==> src/rtl/spi_id_responder.sv <==
module spi_id_responder #(
  parameter int CMD_W = 8,
  parameter int ID_W = 24,
  parameter logic [CMD_W-1:0] RDID_OP = 8'h9F,
  parameter logic [ID_W-1:0] DEV_ID = 24'hA53C96
) (
  input  logic clk,
  input  logic rst_n,
  input  logic cs_n,
  input  logic sclk,
  input  logic mosi,
  input  logic hold_n,
  input  logic op_start,
  input  logic op_done,
  output logic miso,
  output logic miso_oe,
  output logic busy
);
  localparam int CNT_W = $clog2(CMD_W + 1);
  localparam int IDX_W = $clog2(ID_W);

  typedef enum logic [1:0] {PH_CMD, PH_ID, PH_IGN} phase_t;

  phase_t            phase;
  logic              sclk_q;
  logic [CMD_W-1:0]  cmd_sr;
  logic [CNT_W-1:0]  cnt;
  logic [IDX_W-1:0]  idx;
  logic              drv;
  logic              miso_q;

  wire active  = !cs_n && hold_n;
  wire rise_ev = active && sclk && !sclk_q;
  wire fall_ev = active && !sclk && sclk_q;
  wire [CMD_W-1:0] cmd_next = {cmd_sr[CMD_W-2:0], mosi};

  always_ff @(posedge clk or negedge rst_n) begin
    if (!rst_n) begin
      sclk_q <= 1'b1;
      phase  <= PH_CMD;
      cmd_sr <= '0;
      cnt    <= '0;
      idx    <= '0;
      drv    <= 1'b0;
      miso_q <= 1'b0;
    end else begin
      sclk_q <= sclk;
      if (cs_n) begin
        phase  <= PH_CMD;
        cmd_sr <= '0;
        cnt    <= '0;
        idx    <= '0;
        drv    <= 1'b0;
      end else begin
        if (phase == PH_CMD && rise_ev) begin
          cmd_sr <= cmd_next;
          cnt    <= cnt + CNT_W'(1);
          if (cnt == CNT_W'(CMD_W - 1))
            phase <= (cmd_next == RDID_OP) ? PH_ID : PH_IGN;
        end
        if (phase == PH_ID && fall_ev) begin
          miso_q <= DEV_ID[IDX_W'(ID_W - 1) - idx];
          idx    <= (idx == IDX_W'(ID_W - 1)) ? '0 : idx + IDX_W'(1);
          drv    <= 1'b1;
        end
      end
    end
  end

  always_ff @(posedge clk or negedge rst_n) begin
    if (!rst_n)        busy <= 1'b0;
    else if (op_start) busy <= 1'b1;
    else if (op_done)  busy <= 1'b0;
  end

  assign miso_oe = active && phase == PH_ID && drv;
  assign miso    = miso_oe & miso_q;

  assert_decode_after_full_byte_R2: assert property (@(posedge clk) disable iff (!rst_n)
    (phase != PH_CMD) |-> (cnt == CNT_W'(CMD_W)));

  assert_bit_moves_on_fall_R4: assert property (@(posedge clk) disable iff (!rst_n)
    !$stable(miso_q) |-> $past(fall_ev));

  assert_deselect_restarts_R5: assert property (@(posedge clk) disable iff (!rst_n)
    cs_n |=> (phase == PH_CMD && cnt == '0 && !drv));

  assert_hold_freezes_R6: assert property (@(posedge clk) disable iff (!rst_n)
    (!hold_n && !cs_n) |=> ($stable(idx) && $stable(cnt) && $stable(miso_q) && $stable(phase)));

  assert_busy_sticky_R7: assert property (@(posedge clk) disable iff (!rst_n)
    (busy && !op_done) |=> busy);

  assert_unknown_silent_R8: assert property (@(posedge clk) disable iff (!rst_n)
    (phase == PH_IGN) |-> !miso_oe);
endmodule

==> config.mk <==
export PLATFORM = sky130hd
export DESIGN_NAME = spi_id_responder
export DESIGN_NICKNAME = d
export VERILOG_FILES = /design/src/rtl/spi_id_responder.sv
export SDC_FILE = /design/constraint.sdc
export NUM_CORES = 1
export LEC_CHECK = 0
export BUFFER_PORTS_ARGS = -buffer_cell sky130_fd_sc_hd__buf_2
export CORE_UTILIZATION = 57
export DETAILED_ROUTE_END_ITERATION = 10
export PLACE_DENSITY = 0.84
export SYNTH_ARGS = -nofsm -noshare
export SYNTH_HDL_FRONTEND = slang
export SYNTH_SLANG_ARGS = --single-unit
==> constraint.sdc <==
create_clock -name clk -period 2.1 [get_ports clk]
set_input_delay 0.525 -clock clk [delete_from_list [all_inputs] [get_ports clk]]
set_output_delay 0.525 -clock clk [all_outputs]
set_load 0.005 [all_outputs]
# After elaboration in Yosys (flattened, before gate mapping)
# Memory sizes are Yosys's and may differ from the RTL's. A register that Yosys moved wholly into a read port is not among the register bits.
# Cells that the tools add are included.
# op_classes
n_mux	15
eq_ne	4
bitwise_logic	2
reduce_logical	20
shift	0
div_mod_pow	0
magnitude_cmp	0
n_mul	0
addsub	3
# op_table
cell	n
$mux W5	3
$mux W7	2
$logic_and A1 B1 Y1	9
$eq A8 B8 Y1 const B	1
$mux W2	4
$mux W4	2
$reduce_bool A2 Y1	4
$add A5 B1 Y5 const B	1
$eq A5 B5 Y1 const B	1
$sub A5 B5 Y5 const A	1
$add A4 B1 Y4 const B	1
$eq A4 B3 Y1 const B	1
$logic_not A1 Y1	4
$mux W1	4
$reduce_and A2 Y1	2
$eq A2 B1 Y1 const B	1
$logic_not A2 Y1	1
$and A1 B1 Y1	1
$not A1 Y1	1
# word_totals
word_cells	52
output_inout_bits	3
n_memories	1
ff_bits	21
mem_bits_ro	32
latchBits	0
mem_bits_rw	0
# memory_table
memory	words	width	read_ports	rd_clocked_by_memory_dff	wr	line_no	text
(name not given)	32	1	1	1	0	62	miso_q <= DEV_ID[IDX_W'(ID_W - 1) - idx];

# Depth between registers and ports, before layout
# Gate-level depths: netlist of run 1.
# logic_depth
word_depth	7
mapped_depth	6
mapped_depth_nobuf	5

# Worst setup path before layout of run 1
# No wires, ideal clock.
# synth_path
kind	input port to flip-flop
startpoint	input cs_n
endpoint	register cnt[3]
setup_ps	128
slack_ps	530
cell_stages	3
path_buffers	0
arrival_time_ps	1442
path_cell_list	or3b_4 nor3_1 mux2_1
# synth_via
elab_chain_cells	6
elab_cells_between_ends	7
cone_classes	mux: 1; reduce/logical: 6
# synth_rtl
element	line_no	text
from (decl)	9	input logic cs_n,
$logic_not A1 Y1	32	wire active = !cs_n && hold_n;
$logic_and A1 B1 Y1	32	
$logic_and A1 B1 Y1 (2 in a row)	33	wire rise_ev = active && sclk && !sclk_q;
$logic_and A1 B1 Y1	55	if (phase == PH_CMD && rise_ev) begin
$reduce_bool A2 Y1 (no source line)	-	
to (signal assigned)	57	cnt <= cnt + CNT_W'(1);
to (decl)	27	logic [CNT_W-1:0] cnt;
# Several ways; a longest one is shown, not always the timed one.
# A chain may end at the register's enable or synchronous reset.

# Worst setup path after layout of run 1
# layout_path
startpoint	register phase[1]
endpoint	output miso
# layout_via
elab_chain_cells	4
# layout_rtl
element	line_no	text
from (decl)	24	phase_t phase;
from (signal assigned)	59	phase <= (cmd_next == RDID_OP) ? PH_ID : PH_IGN;
$eq A2 B1 Y1	76	assign miso_oe = active && phase == PH_ID && drv;
$logic_and A1 B1 Y1 (2 in a row)	76	
$and A1 B1 Y1	77	assign miso = miso_oe & miso_q;
to (decl)	15	output logic miso,
# Every way passes these cells.

==> impl_table.tex, run 1 <==
\begin{tabular}{lr}
\hline
Metric & Value \\
\hline
\multicolumn{2}{l}{\textbf{Finish}} \\
\quad Area occupied by multi-input gates & 619.3 sq um \\
\quad Net count, final & 143 \\
\quad Area of all placed cells without fillers & 1308 sq um \\
\quad Fraction of final layout cells sized beyond drive strength 1 & 18.46\% \\
\quad ANT cells & 0 \\
\quad Storage cell area & 551.8 sq um \\
\quad Area growth from synthesis to final layout & 9.424\% \\
\quad Fill cells & 176 \\
\quad Utilization after layout & 66.65\% \\
\quad Most frequent cells in the layout & dfrtp\_1, nand2b\_1, nand3\_1 \\
\quad Leading cell type in the layout, fill and taps excluded & dfrtp\_1 \\
\multicolumn{2}{l}{\textbf{Die}} \\
\quad Number of core rows & 16 \\
\quad Vertical die dimension & 47.79 um \\
\quad Die X & 47.79 um \\
\quad Die Outline Area & 2283 sq um \\
\quad I/O pins & 11 \\
\quad Core box area & 1962 sq um \\
\quad Starting Density & 60.91\% \\
\multicolumn{2}{l}{\textbf{Worst setup path}} \\
\quad Critical path launch point type & flop \\
\quad Beginning of the worst register-to-register path & phase[0] \\
\quad Peak fanout along the critical path & 5 \\
\quad Type of the worst setup path & flop to primary output \\
\quad Critical path capture point type & primary output \\
\quad Arr. time, crit path & 1420 ps \\
\quad Setup slack of the worst register-to-register path & 520 ps \\
\quad Worst Reg2Reg Path Length in Cells & 3 \\
\quad Critical path data required time & 1570 ps \\
\quad Capture instance of the worst register-to-register path & cnt[3] \\
\multicolumn{2}{l}{\textbf{Route}} \\
\quad Met3 routed WL & 53 um \\
\quad DR vias & 915 \\
\quad Uppermost routed layer & met4 \\
\quad Drt total wl & 2274 um \\
\quad Antenna Violating Nets Remaining & 0 \\
\quad Average detailed-routed wire length per instance & 14.48 um \\
\quad Vias per std cell & 5.828 \\
\quad Detailed-routed wire length on met2 & 1175 um \\
\quad Length of the first detailed-routing pass in iterations & 4 \\
\quad Length of routed wiring on met1 & 1007 um \\
\quad DRC violation count after routing & 0 \\
\quad First DRT Iteration DRCs & 19 \\
\multicolumn{2}{l}{\textbf{Clock tree}} \\
\quad Count of cells resized by post-cts repair & 0 \\
\quad CTS root buf & clkbuf\_4 \\
\quad Worst-skew pair later-pin latency & 310 ps \\
\quad Number of clock buffers inserted by TritonCTS & 3 \\
\quad CTS HTree Levels & 1 \\
\quad Number of sinks handled by clock tree synthesis & 22 \\
\quad Clock transition at the registers of the reported paths & 120 ps \\
\quad Hold buffer count at CTS & 0 \\
\quad TritonCTS clock tree & built \\
\quad Setup fix buffers added after clock tree synthesis & 0 \\
\quad CTS Buffer Depth & 2 \\
\multicolumn{2}{l}{\textbf{Yosys}} \\
\quad Number of synthesized flops with an enable pin & 0 \\
\quad Post-synthesis sequential area ratio & 46.18\% \\
\quad Flip-flop and latch count after synthesis & 22 \\
\quad Netlist Area Pre-Place & 1195 sq um \\
\quad Share of flip-flops with an asynchronous set or reset after synthesis & 100.0\% \\
\quad Number of warnings reported in the yosys synthesis log & 0 \\
\quad Number of distinct standard cells referenced by the synthesized netlist & 41 \\
\quad Syn Inst Count & 117 \\
\quad Mean cell area of the mapped netlist & 10.21 sq um \\
\quad Main synth FF type & dfrtp\_1 \\
\quad Synthesized netlist net count & 129 \\
\multicolumn{2}{l}{\textbf{Pwr}} \\
\quad Standby leakage power & 0.5889 nW \\
\quad Peak supply drop & 0.3811 mV \\
\quad Ratio of total power to cell area & 522.6 nW/um\^{}2 \\
\quad Total design power & 0.0006834 W \\
\multicolumn{2}{l}{\textbf{GRT}} \\
\quad GR Util All Layers & 24.11\% \\
\quad Wire length of the first global-routing pass & 3767 um \\
\quad Via count of the first global-routing pass & 887 \\
\quad Antenna violations before repair & 0 \\
\quad Total global routing overflow & 0 \\
\quad Pin count of the biggest net entering global routing & 23 \\
\multicolumn{2}{l}{\textbf{Timing}} \\
\quad Aggregate negative setup slack & 0 ps \\
\quad Time the final worst path needs with I/O delays and setup & 1948 ps \\
\quad Worst Skew & 5.558 ps \\
\quad Hold Fails Final Rpt & 0 \\
\quad Final setup slack of the worst path & 152.4 ps \\
\quad Setup-failing EPs final & 0 \\
\quad Total count of max-transition violations in the final report & 0 \\
\quad Relative slew slack & 60.04\% \\
\quad RSZ-0062 raised after global routing & false \\
\quad Transition time at the pin with the least slew margin & 596.8 ps \\
\quad Share of the cycle needed by the critical path after routing & 92.74\% \\
\quad Maximum frequency from static timing analysis & 0.5135 GHz \\
\multicolumn{2}{l}{\textbf{Status}} \\
\quad Status & complete, no violations \\
\multicolumn{2}{l}{\textbf{Place}} \\
\quad Sum of net half-perimeters after detailed placement & 1657 um \\
\quad Buffers on Ports & 10 \\
\quad Cell area after placement & 1281 sq um \\
\quad Place WS & 261.7 ps \\
\quad Final Wtd Congestion & 0.7445 \\
\multicolumn{2}{l}{\textbf{Worst hold path}} \\
\quad Worst Hold Class & primary input to async pin \\
\multicolumn{2}{l}{\textbf{Flow run}} \\
\quad Maximum Capacitance Violations & 0 \\
\hline
\end{tabular}
synthesized netlist by cell type (2+ instances only):
cell       n  area share [%]
dfrtp_1   21              44
mux2i_1    3             2.5
nor2b_1    5             2.6
a21bo_2    2             1.7
nand2b_1  13             6.8
or3_1      2             1.0
nor3b_2    2             2.1
nand2_1    2            0.63
nor2_1     3            0.94
nand4_1    2             1.0
inv_1      3            0.94
a21oi_1    4             1.7
ha_1       4             4.2
o21ai_0   11             4.6
nand3_1   12             5.0
clkbuf_1   2            0.63
nor3_1     2            0.84
logic make-up (layout without fill, tap and decap cells):
logic type               Yosys count  after routing  synth area share (%)
buffers and inverters              6             19                 1.989
flip-flops                        22             22                 46.18
AO/OA/AOI/OAI                     25             25                 13.40
XOR/XNOR                           1              1                0.7331
adder cells (fa/ha/maj)            4              4                 4.189
multiplexers                       4              4                 3.456
AND/OR/NAND/NOR                   55             55                 30.05
per-stage QoR:
stage | cells | hold slack [ps]
after floorplan | 117 | 229.4
after global placement | 153 | 464.4
after detailed placement | 153 | 484.9
after CTS | 157 | 177.0
after global routing | 157 | 176.6
final | 157 | 160.7
flip-flops by register name, summed over array words and instances, names as in the netlist:
register,flops
drv,1
cnt,4
phase,2
sclk_q,1
cmd_sr,7
miso_q,1
idx,5
busy,1
how the worst max path moves through the flow:
| stage | start | cells past startpoint | end |
|---|---|---|---|
| 2_1_floorplan | cs_n | 3 | cnt[3] |
| 3_3_place_gp | cs_n | 4 | miso |
| 3_5_place_dp | cs_n | 4 | miso |
| 4_1_cts | phase[1] | 3 | miso |
| 5_1_grt | phase[1] | 3 | miso |
| 6_report | phase[1] | 3 | miso |
final cells by class:
cell class,count,share of cell area (%)
inverters,3,0.8612
multi-input cells,89,47.37
flip-flops and latches,22,42.20
well taps,27,2.584
repair buffers,12,4.976
clock buffers,4,2.010
power breakdown:
part	switching, W	leakage [nW]	total, W	internal (W)
Sequential	0.00000304	0.300	0.000431	0.000428
Combinational	0.0000307	0.274	0.0000506	0.0000199
Clock	0.000127	0.0150	0.000201	0.0000742
Total	0.000161	0.589	0.000683	0.000522
worst max-delay path, stage by stage, from the launching register on:
cell and delay [ps]:
dfrtp_1 450, and4bb_2 380, and3_1 170, buf_2 110
metal layers:
layer / vias to the layer above / GRT usage [%]
met4: 0 / 11.11
met3: 5 / 4.906
met1: 438 / 27.29
met5: - / 0
met2: 17 / 43.24
li1: 455 / -
(Power assumes the default switching activity.)
==> run 2: changes to the inputs <==
- ABC_AREA: unset -> 1
==> run 2 against run 1 <==
Sequential share of layout area up 0.53 points; combinational power fell by 3%; hold slack got worse by 9.9 ps; die area fell by 2.3%; total power up 19%; register-to-register slack gained 250 ps; via count rose by 6.1%; worst setup slack improved by 120 ps; largest cell class is now registers; largest power group unchanged.
==> impl_table.tex, run 2 <==
\begin{tabular}{lr}
\hline
Metric & Value \\
\hline
\multicolumn{2}{l}{\textbf{Status}} \\
\quad Status & complete, no violations (unchanged) \\
\multicolumn{2}{l}{\textbf{Finish}} \\
\quad Most frequent cells in the layout & nand2\_1, dfrtp\_1, inv\_1 (was dfrtp\_1, nand2b\_1, nand3\_1) \\
\quad ANT cells & 0 (unchanged) \\
\quad Area growth from synthesis to final layout & 10.73\% (was 9.424\%) \\
\quad Fraction of final layout cells sized beyond drive strength 1 & 15.19\% (was 18.46\%) \\
\quad Number of standard cells in the layout, taps in and fillers out & 183 (was 157) \\
\quad Leading cell type in the layout, fill and taps excluded & nand2\_1 (was dfrtp\_1) \\
\quad Number of flip-flops in the largest register & 7 (unchanged) \\
\quad Utilization after layout & 70.93\% (was 66.65\%) \\
\quad Net count, final & 171 (was 143) \\
\quad Largest register by flop count & cmd\_sr (unchanged) \\
\quad Largest registers & cmd\_sr: 7 flops, idx: 5 flops, cnt: 4 flops (unchanged) \\
\multicolumn{2}{l}{\textbf{GRT}} \\
\quad Total global routing overflow & 0 (unchanged) \\
\quad GR Util All Layers & 22.26\% (was 24.11\%) \\
\quad Pin count of the biggest net entering global routing & 23 (unchanged) \\
\quad Antenna violations before repair & 0 (unchanged) \\
\quad Via count of the first global-routing pass & 852 (was 887) \\
\quad Wire length of the first global-routing pass & 3374 um (was 3767 um) \\
\multicolumn{2}{l}{\textbf{Timing}} \\
\quad Time the final worst path needs with I/O delays and setup & 1823 ps (was 1948 ps) \\
\quad Final setup slack of the worst path & 277.0 ps (was 152.4 ps) \\
\quad Aggregate negative setup slack & 0 ps (unchanged) \\
\quad Maximum frequency from static timing analysis & 0.5486 GHz (was 0.5135 GHz) \\
\quad Relative slew slack & 67.69\% (was 60.04\%) \\
\quad Hold Fails Final Rpt & 0 (unchanged) \\
\quad Share of the cycle needed by the critical path after routing & 86.81\% (was 92.74\%) \\
\quad Setup-failing EPs final & 0 (unchanged) \\
\quad Transition time at the pin with the least slew margin & 484.6 ps (was 596.8 ps) \\
\quad Total count of max-transition violations in the final report & 0 (unchanged) \\
\quad Worst Skew & 7.456 ps (was 5.558 ps) \\
\quad RSZ-0062 raised after global routing & false (unchanged) \\
\multicolumn{2}{l}{\textbf{Yosys}} \\
\quad Number of synthesized flops with an enable pin & 0 (unchanged) \\
\quad Share of flip-flops with an asynchronous set or reset after synthesis & 100.0\% (unchanged) \\
\quad XOR/XNOR share of the synthesized area & 2.253\% (was 0.7330\%) \\
\quad Mux share of post-synthesis cell area & 0\% (was 3.455\%) \\
\quad Synthesized netlist net count & 157 (was 129) \\
\quad Cell with the most instances after synthesis & nand2\_1 (was dfrtp\_1) \\
\quad Syn Inst Count & 145 (was 117) \\
\quad Area share of the largest cell type after synthesis & 45.06\% (was 43.98\%) \\
\quad Cell type with the highest aggregate area in the netlist & dfrtp\_1 (unchanged) \\
\quad Share of the synthesized area in compound gates (AO/OA/AOI/OAI) & 5.365\% (was 13.40\%) \\
\quad Leading cell types by count after synthesis & nand2\_1, dfrtp\_1, inv\_1 (was dfrtp\_1, nand2b\_1, nand3\_1) \\
\quad Number of warnings reported in the yosys synthesis log & 0 (unchanged) \\
\quad Main synth FF type & dfrtp\_1 (unchanged) \\
\quad Main combinational cell family by area after synthesis & simple AND/OR/NAND/NOR gates (unchanged) \\
\quad Synthesized-area fraction occupied by adder cells & 4.292\% (was 4.188\%) \\
\quad Post-synthesis sequential area ratio & 47.32\% (was 46.18\%) \\
\quad Mean cell area of the mapped netlist & 8.042 sq um (was 10.21 sq um) \\
\quad Dominant cells by area after synthesis & dfrtp\_1, nand2\_1, nand3\_1 (was dfrtp\_1, nand2b\_1, nand3\_1) \\
\quad Flip-flop and latch count after synthesis & 22 (unchanged) \\
\quad Netlist Area Pre-Place & 1166 sq um (was 1195 sq um) \\
\quad Number of distinct standard cells referenced by the synthesized netlist & 24 (was 41) \\
\quad Simple-gate area share of the yosys netlist & 33.37\% (was 30.05\%) \\
\multicolumn{2}{l}{\textbf{Die}} \\
\quad Starting Density & 64.05\% (was 60.91\%) \\
\quad Vertical die dimension & 47.23 um (was 47.79 um) \\
\quad Core box area & 1821 sq um (was 1962 sq um) \\
\quad I/O pins & 11 (unchanged) \\
\quad Die X & 47.23 um (was 47.79 um) \\
\quad Die Outline Area & 2231 sq um (was 2283 sq um) \\
\quad Number of core rows & 15 (was 16) \\
\multicolumn{2}{l}{\textbf{Route}} \\
\quad First DRT Iteration DRCs & 28 (was 19) \\
\quad Length of the first detailed-routing pass in iterations & 4 (unchanged) \\
\quad Drt total wl & 2169 um (was 2274 um) \\
\quad DR vias & 971 (was 915) \\
\quad Vias per std cell & 5.306 (was 5.828) \\
\quad Average detailed-routed wire length per instance & 11.85 um (was 14.48 um) \\
\quad DRC violation count after routing & 0 (unchanged) \\
\quad Antenna Violating Nets Remaining & 0 (unchanged) \\
\multicolumn{2}{l}{\textbf{Worst setup path}} \\
\quad Crit path from & phase[1] (unchanged) \\
\quad Series of cell instances along the critical path & inv\_1 -> nand2\_1 -> nor2\_4 -> and3\_1 -> buf\_2 (was and4bb\_2 -> and3\_1 -> buf\_2) \\
\quad Type of the worst setup path & flop to primary output (unchanged) \\
\quad Peak fanout along the critical path & 3 (was 5) \\
\quad Buffers \& Inverters on Critical Path & 2 (was 1) \\
\quad Crit-path max cell delay & 420 ps (was 450 ps) \\
\quad Top delay family on crit path & flip-flops (was simple AND/OR/NAND/NOR gates) \\
\quad Critical path capture point type & primary output (unchanged) \\
\quad Highest-delay cell along the critical path & dfrtp\_1 (unchanged) \\
\quad Critical path data required time & 1570 ps (about the same) \\
\quad Beginning of the worst register-to-register path & idx[3] (was phase[0]) \\
\quad Critical path launch point type & flop (unchanged) \\
\quad Arr. time, crit path & 1300 ps (was 1420 ps) \\
\multicolumn{2}{l}{\textbf{Place}} \\
\quad Place WS & 364.2 ps (was 261.7 ps) \\
\quad Buffers on Ports & 10 (unchanged) \\
\quad Number of placed cells counting well taps & 179 (was 153) \\
\quad Final Wtd Congestion & 0.7986 (was 0.7445) \\
\quad Sum of net half-perimeters after detailed placement & 1579 um (was 1657 um) \\
\multicolumn{2}{l}{\textbf{Clock tree}} \\
\quad Setup fix buffers added after clock tree synthesis & 0 (unchanged) \\
\quad CTS root buf & clkbuf\_4 (unchanged) \\
\quad Worst-skew pair later-pin latency & 310 ps (about the same) \\
\quad Number of sinks handled by clock tree synthesis & 22 (unchanged) \\
\quad Clock transition at the registers of the reported paths & 130 ps (was 120 ps) \\
\quad CTS HTree Levels & 1 (unchanged) \\
\quad Count of cells resized by post-cts repair & 0 (unchanged) \\
\quad Number of clock buffers inserted by TritonCTS & 3 (unchanged) \\
\quad Hold buffer count at CTS & 0 (unchanged) \\
\quad TritonCTS clock tree & built (unchanged) \\
\quad CTS Buffer Depth & 2 (unchanged) \\
\multicolumn{2}{l}{\textbf{Pwr}} \\
\quad Standby leakage power & 0.6940 nW (was 0.5889 nW) \\
\quad Peak supply drop & 0.4747 mV (was 0.3811 mV) \\
\quad Ratio of total power to cell area & 631.8 nW/um\^{}2 (was 522.6 nW/um\^{}2) \\
\multicolumn{2}{l}{\textbf{Flow run}} \\
\quad Maximum Capacitance Violations & 0 (unchanged) \\
\multicolumn{2}{l}{\textbf{Worst hold path}} \\
\quad Worst Hold Class & primary input to async pin (unchanged) \\
\hline
\end{tabular}
run 2: cell count changes in the layout (fill, tap and decap cells not counted), sizes merged, moves of 5 or more:
cell	change
inv	+15
nand2	+45
nand2b	-13
nor2	+13
nor2b	-5
run 2: layout make-up:
type | instances | area (sq um)
Multi-Input combinational cell | 103 | 528.0
Clock inverter | 1 | 30.03
Tap cell | 25 | 31.28
Sequential cell | 22 | 551.8
Fill cell | 148 | 529.3
Timing Repair Buffer | 11 | 57.56
Clock buffer | 3 | 22.52
Inverter | 18 | 70.07
run 2: power by group:
group / switching [W] / internal, W / total (W) / leakage (nW)
registers: 0.00000616 / 0.000431 / 0.000437 / 0.299
logic: 0.0000341 / 0.0000152 / 0.0000493 / 0.367
clock network: 0.000136 / 0.000193 / 0.000329 / 0.0279
run 2: per-stage QoR:
| step | area (sq um) | hold WS [ps] | power (W) |
|---|---|---|---|
| after floorplan | 1166 | 229.4 | 0.0004701 |
| after global placement | 1239 | 470.4 | 0.0004934 |
| after detailed placement | 1239 | 478.8 | 0.0004954 |
| after CTS | 1291 | 167.4 | 0.0008205 |
| after global routing | 1291 | 184.0 | 0.0008451 |
| final | 1291 | 150.8 | 0.0008158 |
run 2: cell families (layout without fill, tap and decap cells):
family                   count (synthesis)  count (layout)
AO/OA/AOI/OAI                           12              12
buffers and inverters                   20              33
AND/OR/NAND/NOR                         84              84
flip-flops                              22              22
adder cells (fa/ha/maj)                  4               4
XOR/XNOR                                 3               3
run 2: path summary, 6_finish.rpt:
path                        endpoint  slack (ps)  depth (start not counted)
min                        cmd_sr[1]         150                          1
max reg2reg                   miso_q         770                          6
max                             miso         280                          5
min reg2reg                   miso_q         500                          2
min in group clk              sclk_q         330                          1
max in group asynchronous     sclk_q        1590                          1
run 2: per-layer routing:
layer / GRT usage (%) / share of wire, % / vias to the layer above
met4: 10.86 / 1.2 / 0
met5: 0 / 0 / -
met2: 37.81 / 48 / 22
met1: 26.41 / 48 / 465
met3: 5.000 / 3.1 / 4
li1: - / - / 480
